==> src/rtl/rtc_pkg.sv <==
package rtc_pkg;

    localparam int IDX_W = 7;

    localparam logic [IDX_W-1:0] IDX_SEC     = 7'h00;
    localparam logic [IDX_W-1:0] IDX_SEC_ALM = 7'h01;
    localparam logic [IDX_W-1:0] IDX_MIN     = 7'h02;
    localparam logic [IDX_W-1:0] IDX_MIN_ALM = 7'h03;
    localparam logic [IDX_W-1:0] IDX_HOUR    = 7'h04;
    localparam logic [IDX_W-1:0] IDX_HR_ALM  = 7'h05;
    localparam logic [IDX_W-1:0] IDX_WDAY    = 7'h06;
    localparam logic [IDX_W-1:0] IDX_DATE    = 7'h07;
    localparam logic [IDX_W-1:0] IDX_MONTH   = 7'h08;
    localparam logic [IDX_W-1:0] IDX_YEAR    = 7'h09;
    localparam logic [IDX_W-1:0] IDX_CTL_A   = 7'h0A;
    localparam logic [IDX_W-1:0] IDX_CTL_B   = 7'h0B;
    localparam logic [IDX_W-1:0] IDX_FLAGS   = 7'h0C;
    localparam logic [IDX_W-1:0] IDX_VALID   = 7'h0D;
    localparam logic [IDX_W-1:0] RAM_BASE    = 7'h0E;

    typedef struct packed {
        logic [7:0] year;
        logic [7:0] month;
        logic [7:0] date;
        logic [7:0] wday;
        logic [7:0] hour;
        logic [7:0] min;
        logic [7:0] sec;
    } rtc_time_t;

    typedef enum logic [2:0] {
        ST_COUNT,
        ST_WARN,
        ST_STEP,
        ST_DONE,
        ST_FROZEN
    } upd_state_t;

    // One BCD step, returning to 'first' once 'last' is reached
    function automatic logic [7:0] bcd_incr(input logic [7:0] v,
                                            input logic [7:0] last,
                                            input logic [7:0] first);
        if (v == last)
            return first;
        if (v[3:0] >= 4'd9)
            return {v[7:4] + 4'd1, 4'd0};
        return {v[7:4], v[3:0] + 4'd1};
    endfunction

endpackage

==> src/rtl/rtc_nvram.sv <==
module rtc_nvram #(
    parameter int DEPTH = 128,
    parameter int AW    = $clog2(DEPTH)
) (
    input  logic          clk,
    input  logic          we,
    input  logic [AW-1:0] addr,
    input  logic [7:0]    wdata,
    output logic [7:0]    rdata
);

    logic [7:0] mem [DEPTH];

    always_ff @(posedge clk) begin
        if (we)
            mem[addr] <= wdata;
    end

    assign rdata = mem[addr];

endmodule

==> src/rtl/rtc_timebase.sv <==
module rtc_timebase #(
    parameter int TICKS_PER_SEC = 32768,
    parameter int UIP_TICKS     = 8
) (
    input  logic       clk,
    input  logic       rst_n,
    input  logic       ref_tick,
    input  logic       osc_on,
    input  logic [3:0] rate_sel,
    output logic       warn_hit,
    output logic       sec_hit,
    output logic       in_window,
    output logic       pf_hit
);

    localparam int CNT_W   = (TICKS_PER_SEC > 2) ? $clog2(TICKS_PER_SEC) : 1;
    localparam int DIV_W   = 15;
    localparam int LAST    = TICKS_PER_SEC - 1;
    localparam int WARN_AT = TICKS_PER_SEC - 1 - UIP_TICKS;
    localparam int WIN_LO  = TICKS_PER_SEC - UIP_TICKS;

    logic [CNT_W-1:0] sec_cnt;
    logic [DIV_W-1:0] div_cnt;
    logic [3:0]       k;
    logic [DIV_W-1:0] mask;
    logic             run_tick;

    assign run_tick = ref_tick && osc_on;

    always_ff @(posedge clk) begin
        if (!rst_n || !osc_on)
            sec_cnt <= '0;
        else if (ref_tick) begin
            if (sec_cnt == CNT_W'(LAST))
                sec_cnt <= '0;
            else
                sec_cnt <= sec_cnt + 1'b1;
        end
    end

    always_ff @(posedge clk) begin
        if (!rst_n || !osc_on)
            div_cnt <= '0;
        else if (ref_tick)
            div_cnt <= div_cnt + 1'b1;
    end

    always_comb begin
        unique case (rate_sel)
            4'd0:    k = 4'd0;
            4'd1:    k = 4'd7;
            4'd2:    k = 4'd8;
            default: k = rate_sel - 4'd1;
        endcase
        mask = (DIV_W'(1) << k) - DIV_W'(1);
    end

    assign warn_hit  = run_tick && (sec_cnt == CNT_W'(WARN_AT));
    assign sec_hit   = run_tick && (sec_cnt == CNT_W'(LAST));
    assign in_window = osc_on && (sec_cnt >= CNT_W'(WIN_LO));
    assign pf_hit    = run_tick && (rate_sel != 4'd0) && ((div_cnt & mask) == mask);

endmodule

==> src/rtl/rtc_update_fsm.sv <==
module rtc_update_fsm
    import rtc_pkg::*;
(
    input  logic clk,
    input  logic rst_n,
    input  logic osc_on,
    input  logic inhibit,
    input  logic warn_hit,
    input  logic sec_hit,
    input  logic in_window,
    output logic uip,
    output logic step,
    output logic upd_done
);

    upd_state_t state_q, state_d;

    always_ff @(posedge clk) begin
        if (!rst_n)
            state_q <= ST_COUNT;
        else
            state_q <= state_d;
    end

    always_comb begin
        state_d = state_q;
        unique case (state_q)
            ST_COUNT: begin
                if (inhibit)       state_d = ST_FROZEN;   // freeze
                else if (warn_hit) state_d = ST_WARN;     // warn
            end
            ST_WARN: begin
                if (inhibit)      state_d = ST_FROZEN;    // freeze
                else if (!osc_on) state_d = ST_COUNT;     // halt
                else if (sec_hit) state_d = ST_STEP;      // second
            end
            ST_STEP: begin
                state_d = inhibit ? ST_FROZEN : ST_DONE;  // finish
            end
            ST_DONE: begin
                state_d = inhibit ? ST_FROZEN : ST_COUNT; // resume
            end
            ST_FROZEN: begin
                if (!inhibit)                             // thaw
                    state_d = (in_window && !sec_hit) ? ST_WARN : ST_COUNT;
            end
        endcase
    end

    always_comb begin
        uip      = 1'b0;
        step     = 1'b0;
        upd_done = 1'b0;
        unique case (state_q)
            ST_WARN:   uip = !inhibit;
            ST_STEP: begin
                uip  = !inhibit;
                step = !inhibit;
            end
            ST_DONE:   upd_done = 1'b1;
            ST_COUNT, ST_FROZEN: ;
        endcase
    end


    uip_before_step_chk: assert property (@(posedge clk) disable iff (!rst_n)
        step |-> $past(uip));


    done_follows_step_chk: assert property (@(posedge clk) disable iff (!rst_n)
        upd_done |-> $past(step));

endmodule

==> src/rtl/rtc_calendar.sv <==
module rtc_calendar
    import rtc_pkg::*;
(
    input  logic             clk,
    input  logic             rst_n,
    input  logic             step,
    input  logic             wr_en,
    input  logic [IDX_W-1:0] wr_idx,
    input  logic [7:0]       wr_data,
    output rtc_time_t        now
);

    rtc_time_t  nxt;
    logic       leap;
    logic [7:0] date_last;
    logic       sec_wrap, min_wrap, hour_wrap, date_wrap, month_wrap;

    function automatic logic [7:0] month_last(input logic [7:0] m, input logic lp);
        case (m)
            8'h02:                      return lp ? 8'h29 : 8'h28;
            8'h04, 8'h06, 8'h09, 8'h11: return 8'h30;
            default:                    return 8'h31;
        endcase
    endfunction

    // A BCD year is a multiple of four when its units digit fits the tens parity
    assign leap       = now.year[4] ? (now.year[1:0] == 2'b10) : (now.year[1:0] == 2'b00);
    assign date_last  = month_last(now.month, leap);
    assign sec_wrap   = (now.sec == 8'h59);
    assign min_wrap   = (now.min == 8'h59);
    assign hour_wrap  = (now.hour == 8'h23);
    assign date_wrap  = (now.date == date_last);
    assign month_wrap = (now.month == 8'h12);

    always_comb begin
        nxt     = now;
        nxt.sec = bcd_incr(now.sec, 8'h59, 8'h00);
        if (sec_wrap) begin
            nxt.min = bcd_incr(now.min, 8'h59, 8'h00);
            if (min_wrap) begin
                nxt.hour = bcd_incr(now.hour, 8'h23, 8'h00);
                if (hour_wrap) begin
                    nxt.wday = bcd_incr(now.wday, 8'h07, 8'h01);
                    nxt.date = bcd_incr(now.date, date_last, 8'h01);
                    if (date_wrap) begin
                        nxt.month = bcd_incr(now.month, 8'h12, 8'h01);
                        if (month_wrap)
                            nxt.year = bcd_incr(now.year, 8'h99, 8'h00);
                    end
                end
            end
        end
    end

    always_ff @(posedge clk) begin
        if (!rst_n) begin
            now <= '{year: 8'h00, month: 8'h01, date: 8'h01, wday: 8'h01,
                     hour: 8'h00, min: 8'h00, sec: 8'h00};
        end else begin
            if (step)
                now <= nxt;
            if (wr_en) begin
                case (wr_idx)
                    IDX_SEC:   now.sec   <= wr_data;
                    IDX_MIN:   now.min   <= wr_data;
                    IDX_HOUR:  now.hour  <= wr_data;
                    IDX_WDAY:  now.wday  <= wr_data;
                    IDX_DATE:  now.date  <= wr_data;
                    IDX_MONTH: now.month <= wr_data;
                    IDX_YEAR:  now.year  <= wr_data;
                    default: ;
                endcase
            end
        end
    end


    step_moves_sec_chk: assert property (@(posedge clk) disable iff (!rst_n)
        (step && !(wr_en && wr_idx == IDX_SEC)) |=> (now.sec != $past(now.sec)));

endmodule

==> src/rtl/idx_rtc.sv <==
module idx_rtc
    import rtc_pkg::*;
#(
    parameter int TICKS_PER_SEC = 32768,
    parameter int UIP_TICKS     = 8
) (
    input  logic       clk,
    input  logic       rst_n,
    input  logic       ref_tick,
    input  logic       bus_sel,
    input  logic       bus_wr,
    input  logic       bus_rd,
    input  logic [7:0] bus_wdata,
    output logic [7:0] bus_rdata,
    output logic       irq
);

    localparam int RAM_DEPTH = 1 << IDX_W;

    logic [IDX_W-1:0] idx_q;
    logic [6:0]       ctl_a_q;
    logic [7:0]       ctl_b_q;
    logic [7:0]       alm_sec_q, alm_min_q, alm_hour_q;
    logic [2:0]       flags_q;         // {periodic, alarm, update-ended}
    logic [7:0]       rdata_q;
    logic [7:0]       reg_val;
    logic [7:0]       ram_rd;
    rtc_time_t        now;

    logic host_wr, idx_wr, time_wr, ram_wr, flags_rd;
    logic osc_on, inhibit;
    logic warn_hit, sec_hit, in_window, pf_hit;
    logic uip, step, upd_done;
    logic alarm_match, af_hit;
    logic irqf;

    assign host_wr  = bus_wr && bus_sel;
    assign idx_wr   = bus_wr && !bus_sel;
    assign time_wr  = host_wr && (idx_q == IDX_SEC || idx_q == IDX_MIN || idx_q == IDX_HOUR ||
                                  (idx_q >= IDX_WDAY && idx_q <= IDX_YEAR));
    assign ram_wr   = host_wr && (idx_q >= RAM_BASE);
    assign flags_rd = bus_rd && bus_sel && (idx_q == IDX_FLAGS);
    assign osc_on   = (ctl_a_q[6:4] == 3'b010);
    assign inhibit  = ctl_b_q[7];

    rtc_timebase #(
        .TICKS_PER_SEC(TICKS_PER_SEC),
        .UIP_TICKS    (UIP_TICKS)
    ) u_timebase (
        .clk      (clk),
        .rst_n    (rst_n),
        .ref_tick (ref_tick),
        .osc_on   (osc_on),
        .rate_sel (ctl_a_q[3:0]),
        .warn_hit (warn_hit),
        .sec_hit  (sec_hit),
        .in_window(in_window),
        .pf_hit   (pf_hit)
    );

    rtc_update_fsm u_fsm (
        .clk      (clk),
        .rst_n    (rst_n),
        .osc_on   (osc_on),
        .inhibit  (inhibit),
        .warn_hit (warn_hit),
        .sec_hit  (sec_hit),
        .in_window(in_window),
        .uip      (uip),
        .step     (step),
        .upd_done (upd_done)
    );

    rtc_calendar u_calendar (
        .clk    (clk),
        .rst_n  (rst_n),
        .step   (step),
        .wr_en  (host_wr),
        .wr_idx (idx_q),
        .wr_data(bus_wdata),
        .now    (now)
    );

    rtc_nvram #(
        .DEPTH(RAM_DEPTH)
    ) u_ram (
        .clk  (clk),
        .we   (ram_wr),
        .addr (idx_q),
        .wdata(bus_wdata),
        .rdata(ram_rd)
    );

    // Index latch and control/alarm registers
    always_ff @(posedge clk) begin
        if (!rst_n) begin
            idx_q      <= '0;
            ctl_a_q    <= 7'h26;
            ctl_b_q    <= 8'h02;
            alm_sec_q  <= 8'h00;
            alm_min_q  <= 8'h00;
            alm_hour_q <= 8'h00;
        end else begin
            if (idx_wr)
                idx_q <= bus_wdata[IDX_W-1:0];
            if (host_wr) begin
                case (idx_q)
                    IDX_CTL_A:   ctl_a_q    <= bus_wdata[6:0];
                    IDX_CTL_B:   ctl_b_q    <= bus_wdata;
                    IDX_SEC_ALM: alm_sec_q  <= bus_wdata;
                    IDX_MIN_ALM: alm_min_q  <= bus_wdata;
                    IDX_HR_ALM:  alm_hour_q <= bus_wdata;
                    default: ;
                endcase
            end
        end
    end

    // Event flags: a new event in the read cycle survives the clear
    assign alarm_match = (now.sec == alm_sec_q) && (now.min == alm_min_q) &&
                         (now.hour == alm_hour_q);
    assign af_hit      = upd_done && alarm_match;

    always_ff @(posedge clk) begin
        if (!rst_n)
            flags_q <= '0;
        else
            flags_q <= (flags_rd ? 3'b000 : flags_q) | {pf_hit, af_hit, upd_done};
    end

    assign irqf = |(flags_q & ctl_b_q[6:4]);
    assign irq  = irqf;

    always_comb begin
        case (idx_q)
            IDX_SEC:     reg_val = now.sec;
            IDX_SEC_ALM: reg_val = alm_sec_q;
            IDX_MIN:     reg_val = now.min;
            IDX_MIN_ALM: reg_val = alm_min_q;
            IDX_HOUR:    reg_val = now.hour;
            IDX_HR_ALM:  reg_val = alm_hour_q;
            IDX_WDAY:    reg_val = now.wday;
            IDX_DATE:    reg_val = now.date;
            IDX_MONTH:   reg_val = now.month;
            IDX_YEAR:    reg_val = now.year;
            IDX_CTL_A:   reg_val = {uip, ctl_a_q};
            IDX_CTL_B:   reg_val = ctl_b_q;
            IDX_FLAGS:   reg_val = {irqf, flags_q, 4'b0000};
            IDX_VALID:   reg_val = 8'h80;
            default:     reg_val = ram_rd;
        endcase
    end

    always_ff @(posedge clk) begin
        if (!rst_n)
            rdata_q <= '0;
        else if (bus_rd)
            rdata_q <= bus_sel ? reg_val : {1'b0, idx_q};
    end

    assign bus_rdata = rdata_q;


    frozen_time_chk: assert property (@(posedge clk) disable iff (!rst_n)
        (inhibit && !time_wr) |=> $stable(now));


    uf_set_chk: assert property (@(posedge clk) disable iff (!rst_n)
        upd_done |=> flags_q[0]);


    af_set_chk: assert property (@(posedge clk) disable iff (!rst_n)
        (upd_done && alarm_match) |=> flags_q[1]);


    read_clear_chk: assert property (@(posedge clk) disable iff (!rst_n)
        (flags_rd && !pf_hit && !af_hit && !upd_done) |=> (flags_q == 3'b000));

endmodule

==> config.mk <==
export PLATFORM = sky130hd
export DESIGN_NAME = idx_rtc
export DESIGN_NICKNAME = d
export VERILOG_FILES = /design/src/rtl/rtc_pkg.sv /design/src/rtl/rtc_nvram.sv /design/src/rtl/rtc_timebase.sv /design/src/rtl/rtc_update_fsm.sv /design/src/rtl/rtc_calendar.sv /design/src/rtl/idx_rtc.sv
export SDC_FILE = /design/constraint.sdc
export NUM_CORES = 1
export LEC_CHECK = 0
export BUFFER_PORTS_ARGS = -buffer_cell sky130_fd_sc_hd__buf_4
export CELL_PAD_IN_SITES_DETAIL_PLACEMENT = 0
export CELL_PAD_IN_SITES_GLOBAL_PLACEMENT = 1
export CORE_UTILIZATION = 30
export DETAILED_ROUTE_END_ITERATION = 16
export PLACE_DENSITY = 0.5
export SLEW_MARGIN = 20
export SYNTH_ARGS = -nofsm -noshare
export SYNTH_HDL_FRONTEND = slang
export SYNTH_SLANG_ARGS = --single-unit
==> constraint.sdc <==
create_clock -name clk -period 6.1 [get_ports clk]
set_clock_uncertainty 0.15 [all_clocks]
set_input_delay 1.22 -clock clk [delete_from_list [all_inputs] [get_ports clk]]
set_output_delay 1.22 -clock clk [all_outputs]
set_load 0.1 [all_outputs]
# Word-level counts from Yosys, hierarchy flattened
# Memory sizes are Yosys's and may differ from the RTL's. A register that Yosys moved wholly into a read port is not among the register bits.
# Cells that the tools add are included.
dict set report word_totals {
  input_bits 14
  out_inout_bits 9
  ram_bits 1024
  register_bits 146
  mem_count 1
  word_cells 251
}
dict set report classes {
  bitwise_logic 3
  reduce_logical 35
  mux 124
  magnitude_cmp 9
  shift 1
  n_eq_ne 42
  addsub 18
}
# memory depth width rd rd_ports_with_merged_regs write_ports line_no
set memory_table {}
lappend memory_table {u_ram.mem 128 8 1 1 1 rtc_nvram.sv:12} ;# logic [7:0] mem [DEPTH];
# operator count
set ops {}
lappend ops {{$mux 8} 37}
lappend ops {{$mux 56} 2}
lappend ops {{$pmux 8 s14} 1}
lappend ops {{$mux 1} 65}
lappend ops {{$add 4x1->4 const B} 14}
lappend ops {{$mux 48} 1}
lappend ops {{$eq 7x4->1 const B} 6}
lappend ops {{$mux 40} 1}
lappend ops {{$eq 8x8->1} 4}
lappend ops {{$mux 32} 1}
lappend ops {{$add 15x1->15 const B} 2}
lappend ops {{$eq 15x15->1 const B} 2}
lappend ops {{$eq 7x3->1 const B} 4}
lappend ops {{$ge 4x4->1 const B} 7}
lappend ops {{$mux 3} 9}
lappend ops {{$eq 8x3->1 const B} 3}
lappend ops {{$eq 8x5->1 const B} 2}
lappend ops {{$eq 8x7->1 const B} 2}
lappend ops {{$mux 16} 1}
lappend ops {{$pmux 8 s2} 1}
lappend ops {{$and 15x15->15} 1}
lappend ops {{$eq 15x15->1} 1}
lappend ops {{$ge 15x15->1 const B} 1}
lappend ops {{$logic_and 1x1->1} 15}
lappend ops {{37 further kinds} 49}

# Logic depth before layout (Yosys ltp)
dict set report logic_depth {
  word_depth 25
  ltp_mapped 15
  ltp_nobuf 12
}

# Cells and area by module
# From an unflattened synthesis, not the netlist that was laid out.
dict set report unflattened {
  cells_unflattened 3646
  area_unflattened_um2 49905.4
}
# module instances seq_area_each_um2 area_per_inst_um2 cells_per_inst
set modules_own_cells {}
lappend modules_own_cells {rtc_nvram 1 30749.5 40273.6 2467}
lappend modules_own_cells {rtc_calendar 1 1121.1 3952.5 510}
lappend modules_own_cells {idx_rtc 1 1141.1 3532.1 405}
lappend modules_own_cells {rtc_timebase 1 600.6 1950.6 240}
lappend modules_own_cells {rtc_update_fsm 1 60.1 196.4 24}

# Worst setup path after synthesis
# No wires, ideal clock.
dict set report synth_path {
  path_kind {reg-to-reg}
  startpoint {reg ctl_a_q[0]}
  endpoint {reg flags_q[2]}
  stages_incl_launch_ff 16
  t_required_ns 5.854
  path_slack_ns 1.891
  n_path_buf 4
  arrival_time_ns 3.963
  period_less_slack_ns 4.209
  setup_time_ns 0.096
  cell_sequence {dfxtp_1 > buf_2 > inv_1 > ha_1 > buf_2 > nor4_1 > o311ai_1 > clkbuf_1 > o21ai_0 > ha_1 > clkbuf_1 > and3b_4 > a32o_1 > or4_1 > or4_1 > o41ai_2}
}
dict set report synth_between {
  elab_chain_len 8
  elab_cells_between_ends 13
  cone_classes {2 x add/sub; 3 x eq/ne; 1 x shift; 1 x mux; 2 x bitwise; 4 x reduce/logical}
}
# item line_no
set synth_rtl {}
lappend synth_rtl {{start: declaration} idx_rtc.sv:21} ;# logic [6:0] ctl_a_q;
lappend synth_rtl {{start signal: assignment} idx_rtc.sv:108} ;# IDX_CTL_A: ctl_a_q <= bus_wdata[6:0];
lappend synth_rtl {{$sub 4x1->4 (tied with other cells)} rtc_timebase.sv:53} ;# default: k = rate_sel - 4'd1;
lappend synth_rtl {{$pmux 4 s3} rtc_timebase.sv:49} ;# unique case (rate_sel)
lappend synth_rtl {{$shl 1x4->15} rtc_timebase.sv:55} ;# mask = (DIV_W'(1) << k) - DIV_W'(1);
lappend synth_rtl {{$sub 15x2->15} rtc_timebase.sv:55}
lappend synth_rtl {{$and 15x15->15} rtc_timebase.sv:61} ;# assign pf_hit = run_tick && (rate_sel != 4'd0) && ((div_cnt & mask) == mask);
lappend synth_rtl {{$eq 15x15->1} rtc_timebase.sv:61}
lappend synth_rtl {{$logic_and 1x1->1 (*)} rtc_timebase.sv:61}
lappend synth_rtl {{$or 3x3->3 (*)} idx_rtc.sv:128} ;# flags_q <= (flags_rd ? 3'b000 : flags_q) | {pf_hit, af_hit, upd_done};
lappend synth_rtl {{end signal: assignment} idx_rtc.sv:128}
lappend synth_rtl {{end: declaration} idx_rtc.sv:24} ;# logic [2:0] flags_q;
# Mark *: on every way between the ends. The rest lies on a longest branch, timed or not.
# A chain may end at the register's enable or synchronous reset.

# Worst setup path in the final report
# Same ends and word-level chain as after synthesis.

==> results by group <==
Run status
  – Run status: finished, final reports clean

Layout
  – Synthesis-to-layout area growth: 15.27%
  – Share of cells above drive strength 1: 0.1937
  – Total Nets Final: 3,122

Routing
  – Routed Antenna Nets: 0
  – 1st-pass router iterations: 5
  – Iter 0 DRT Violations: 2,515
  – DRT Wirelength: 138,100 um
  – Wire per inst: 25.86 um
  – DRC: 0
  – Via density: 5.109
  – Vias: 27,281

Synth
  – Compound-Gate Fraction of Synth Area: 0.04728
  – Mux cell area share after synthesis: 0.1613
  – Post-synthesis async set-or-reset flop share: 0
  – Simple-Gate Fraction of Synth Area: 0.06437
  – Mapped Area: 49,120 um2
  – Post-synth EDFFs: 1,024
  – Top FF cell, synth: edfxtp_1
  – Adder-Cell Fraction of Synth Area: 0.01172
  – Area share of xor/xnor cells in the synthesized design: 0.009808
  – Syn Inst Count: 2,919
  – Netlist cell types: 85
  – Sequential cell area fraction in the yosys report: 0.6884
  – YS warnings: 0
  – Most frequent cell after synthesis: edfxtp_1
  – Largest family of logic cells by synthesized area: multiplexers
  – Synth top area share: 0.6261
  – Synth Register Bits: 1,177
  – Syn_area_per_cell: 16.83 um2
  – Post-synth top area cell: edfxtp_1
  – Top cells by count, synth: 1,024 x edfxtp_1, 304 x mux4_2, 279 x nor2_1
  – Largest cells by area after synthesis: edfxtp_1 63%, mux4_2 14%, dfxtp_1 6.2%

Floorplan
  – Die Wd: 406.6 um
  – Initial core utilization: 0.3021
  – Die area: 165,300 um2
  – Core footprint: 162,600 um2
  – FP Rows: 148
  – Die Y: 406.6 um
  – Boundary Pins: 23

Clock tree
  – CTS H-tree lvls: 3
  – Post-CTS setup buffer count: 0
  – CTS buffer count: 121
  – Post-CTS resize count: 0
  – CTS Root Cell: clkbuf_16
  – CTS tree: done
  – Max Root-Sink Buffers: 3
  – Clock sink total: 1,177
  – Reg clk slew, reported paths: 0.06 ns
  – Hold-fix buffers, CTS: 0
  – Worst-skew pair later-pin latency: 0.75 ns

Global route
  – GRT met2 Usage: 0.2702
  – First-pass GRT wire length: 200,400 um
  – Initial antenna violation count: 2
  – Met3 usage: 0.02431
  – Tot GR Track Use: 0.1671
  – Largest net degree at the start of global routing: 142
  – Layer with the highest usage: met2
  – Number of global-route vias before repair: 27,638
  – GRT overflow: 0
  – GR met1 Demand/Resource: 0.2376

Placed design
  – GPL Wtd Cong: 0.8249
  – Pre-CTS WS: 1.626 ns
  – Post-DP HPWL: 87,430 um
  – PortBufs: 22

STA
  – Post-route setup slack: 1.527 ns
  – Min cycle time layout: 4.573 ns
  – Fmax achieved: 218.7 MHz
  – Final Slew Violations: 0
  – Sum of negative setup slack: 0 ns
  – Relative slew slack: 0.2946
  – Hold Vio Cnt, Final: 0
  – RSZ-0062 raised after global routing: false
  – Final period util: 0.7497
  – Worst slew pin tran: 1.052 ns
  – Endpoints failing setup: 0

Power
  – Leak pwr: 17.47 nW
  – Total chip power: 0.01770 W
  – PwrDens: 312.6 nW/um2
  – Worst VDD drop: 0.2361 mV

Worst setup path
  – CP Class: register to register
  – Worst Path Max Fanout: 14
  – Setup crit start kind: register
  – CP required: 6.57 ns
  – Worst r2r path cells: 13
  – Critical Path AT: 5.05 ns
  – Crit. End Element: register

Run
  – Maxcap violations: 0

Worst hold path
  – Worst hold stages: 2
  – Worst hold path type: register to register
==> where the power goes <==
| part | total [W] | switching [W] | internal [W] |
|---|---|---|---|
| clock | 0.00789 | 0.00327 | 0.00462 |
| sequential | 0.00889 | 0.0000660 | 0.00883 |
| combinational | 0.000920 | 0.000598 | 0.000322 |
| total | 0.0177 | 0.00393 | 0.0138 |
==> per-layer routing <==
layer | up-vias | wire (um)
met5 | - | 0
met4 | 0 | 2632
met3 | 169 | 6503
met2 | 754 | 66100
met1 | 14472 | 62870
li1 | 11886 | -
==> worst paths after layout <==
| kind | slack (ns) | to | start |
|---|---|---|---|
| worst max-delay path | 1.53 | flags_q[2] | ctl_a_q[0] |
| worst max register to register | 1.53 | flags_q[2] | ctl_a_q[0] |
| worst min-delay path | 0.33 | ctl_b_q[1] | ctl_b_q[1] |
| worst min register to register | 0.33 | ctl_b_q[1] | ctl_b_q[1] |
==> flip-flops by register name (all words and copies together) (netlist names), named ones only <==
| name | cells |
|---|---|
| idx_q | 7 |
| alm_hour_q | 8 |
| alm_sec_q | 8 |
| ctl_b_q | 8 |
| alm_min_q | 8 |
| bus_rdata | 8 |
| ctl_a_q | 7 |
| u_fsm.state_q | 3 |
| u_timebase.div_cnt | 15 |
| u_calendar.now | 56 |
| u_ram.mem | 1024 |
| u_timebase.sec_cnt | 15 |
| flags_q | 3 |
==> metrics by stage <==
stage,cell area (um2),utilization,hold WS (ns),instances
after floorplan,49530,-,0.2920,3030
after global placement,52340,0.3219,0.3065,5114
after detailed placement,52350,0.3220,0.3181,5114
after CTS,56610,0.3482,0.3342,5339
after global routing,56610,0.3482,0.3535,5339
final,56610,0.3482,0.3334,5340
==> final cells by class <==
type	instances	area (um2)
Timing Repair Buffer	76	720.7
Tap cell	2175	2721
Clock buffer	137	3119
Inverter	43	161.4
Clock inverter	88	1141
Fill cell	15491	106000
Multi-Input combinational cell	1643	14920
Sequential cell	1177	33830
Antenna cell	1	2.502
==> layout by cell type (no fill, tap or decap), types with 16 or more instances in the layout <==
master	n
clkinv_1	24
buf_4	64
a22oi_1	17
xor2_1	30
dfxtp_1	147
a211oi_1	20
nor2_1	279
o22ai_1	22
xnor2_1	25
or3_1	16
nand2_1	126
nor2b_1	20
o221ai_1	19
bufinv_16	22
nor3_1	30
edfxtp_1	1024
nand4_1	25
clkbuf_16	122
inv_1	41
nand3_1	67
mux4_2	304
conb_1	112
clkinv_2	20
a31oi_1	22
mux2i_1	95
a21oi_1	62
ha_1	46
o21ai_0	90
and3_1	16
==> kinds of logic (layout without fill, tap and decap cells) <==
group | after synthesis | in the layout
flops | 1177 | 1177
mux | 409 | 409
xor+xnor | 55 | 55
other cells | 1 | 113
fa+ha+maj | 46 | 46
simple gates | 671 | 671
compound gates | 350 | 350
buf+inv | 210 | 344
==> critical path: stages (launching register included) <==
cell and delay, ns:
dfxtp_1 0.43, inv_1 0.19, ha_1 0.45, nor4_1 0.12, o311ai_1 0.31, buf_4 0.26
o21ai_0 0.15, ha_1 0.30, o21ai_0 0.08, a2111oi_0 0.41, o211ai_1 0.16, or4_1 0.53
or4_1 0.57, o41ai_2 0.34
No activity file was read; power rests on OpenSTA's default activity.
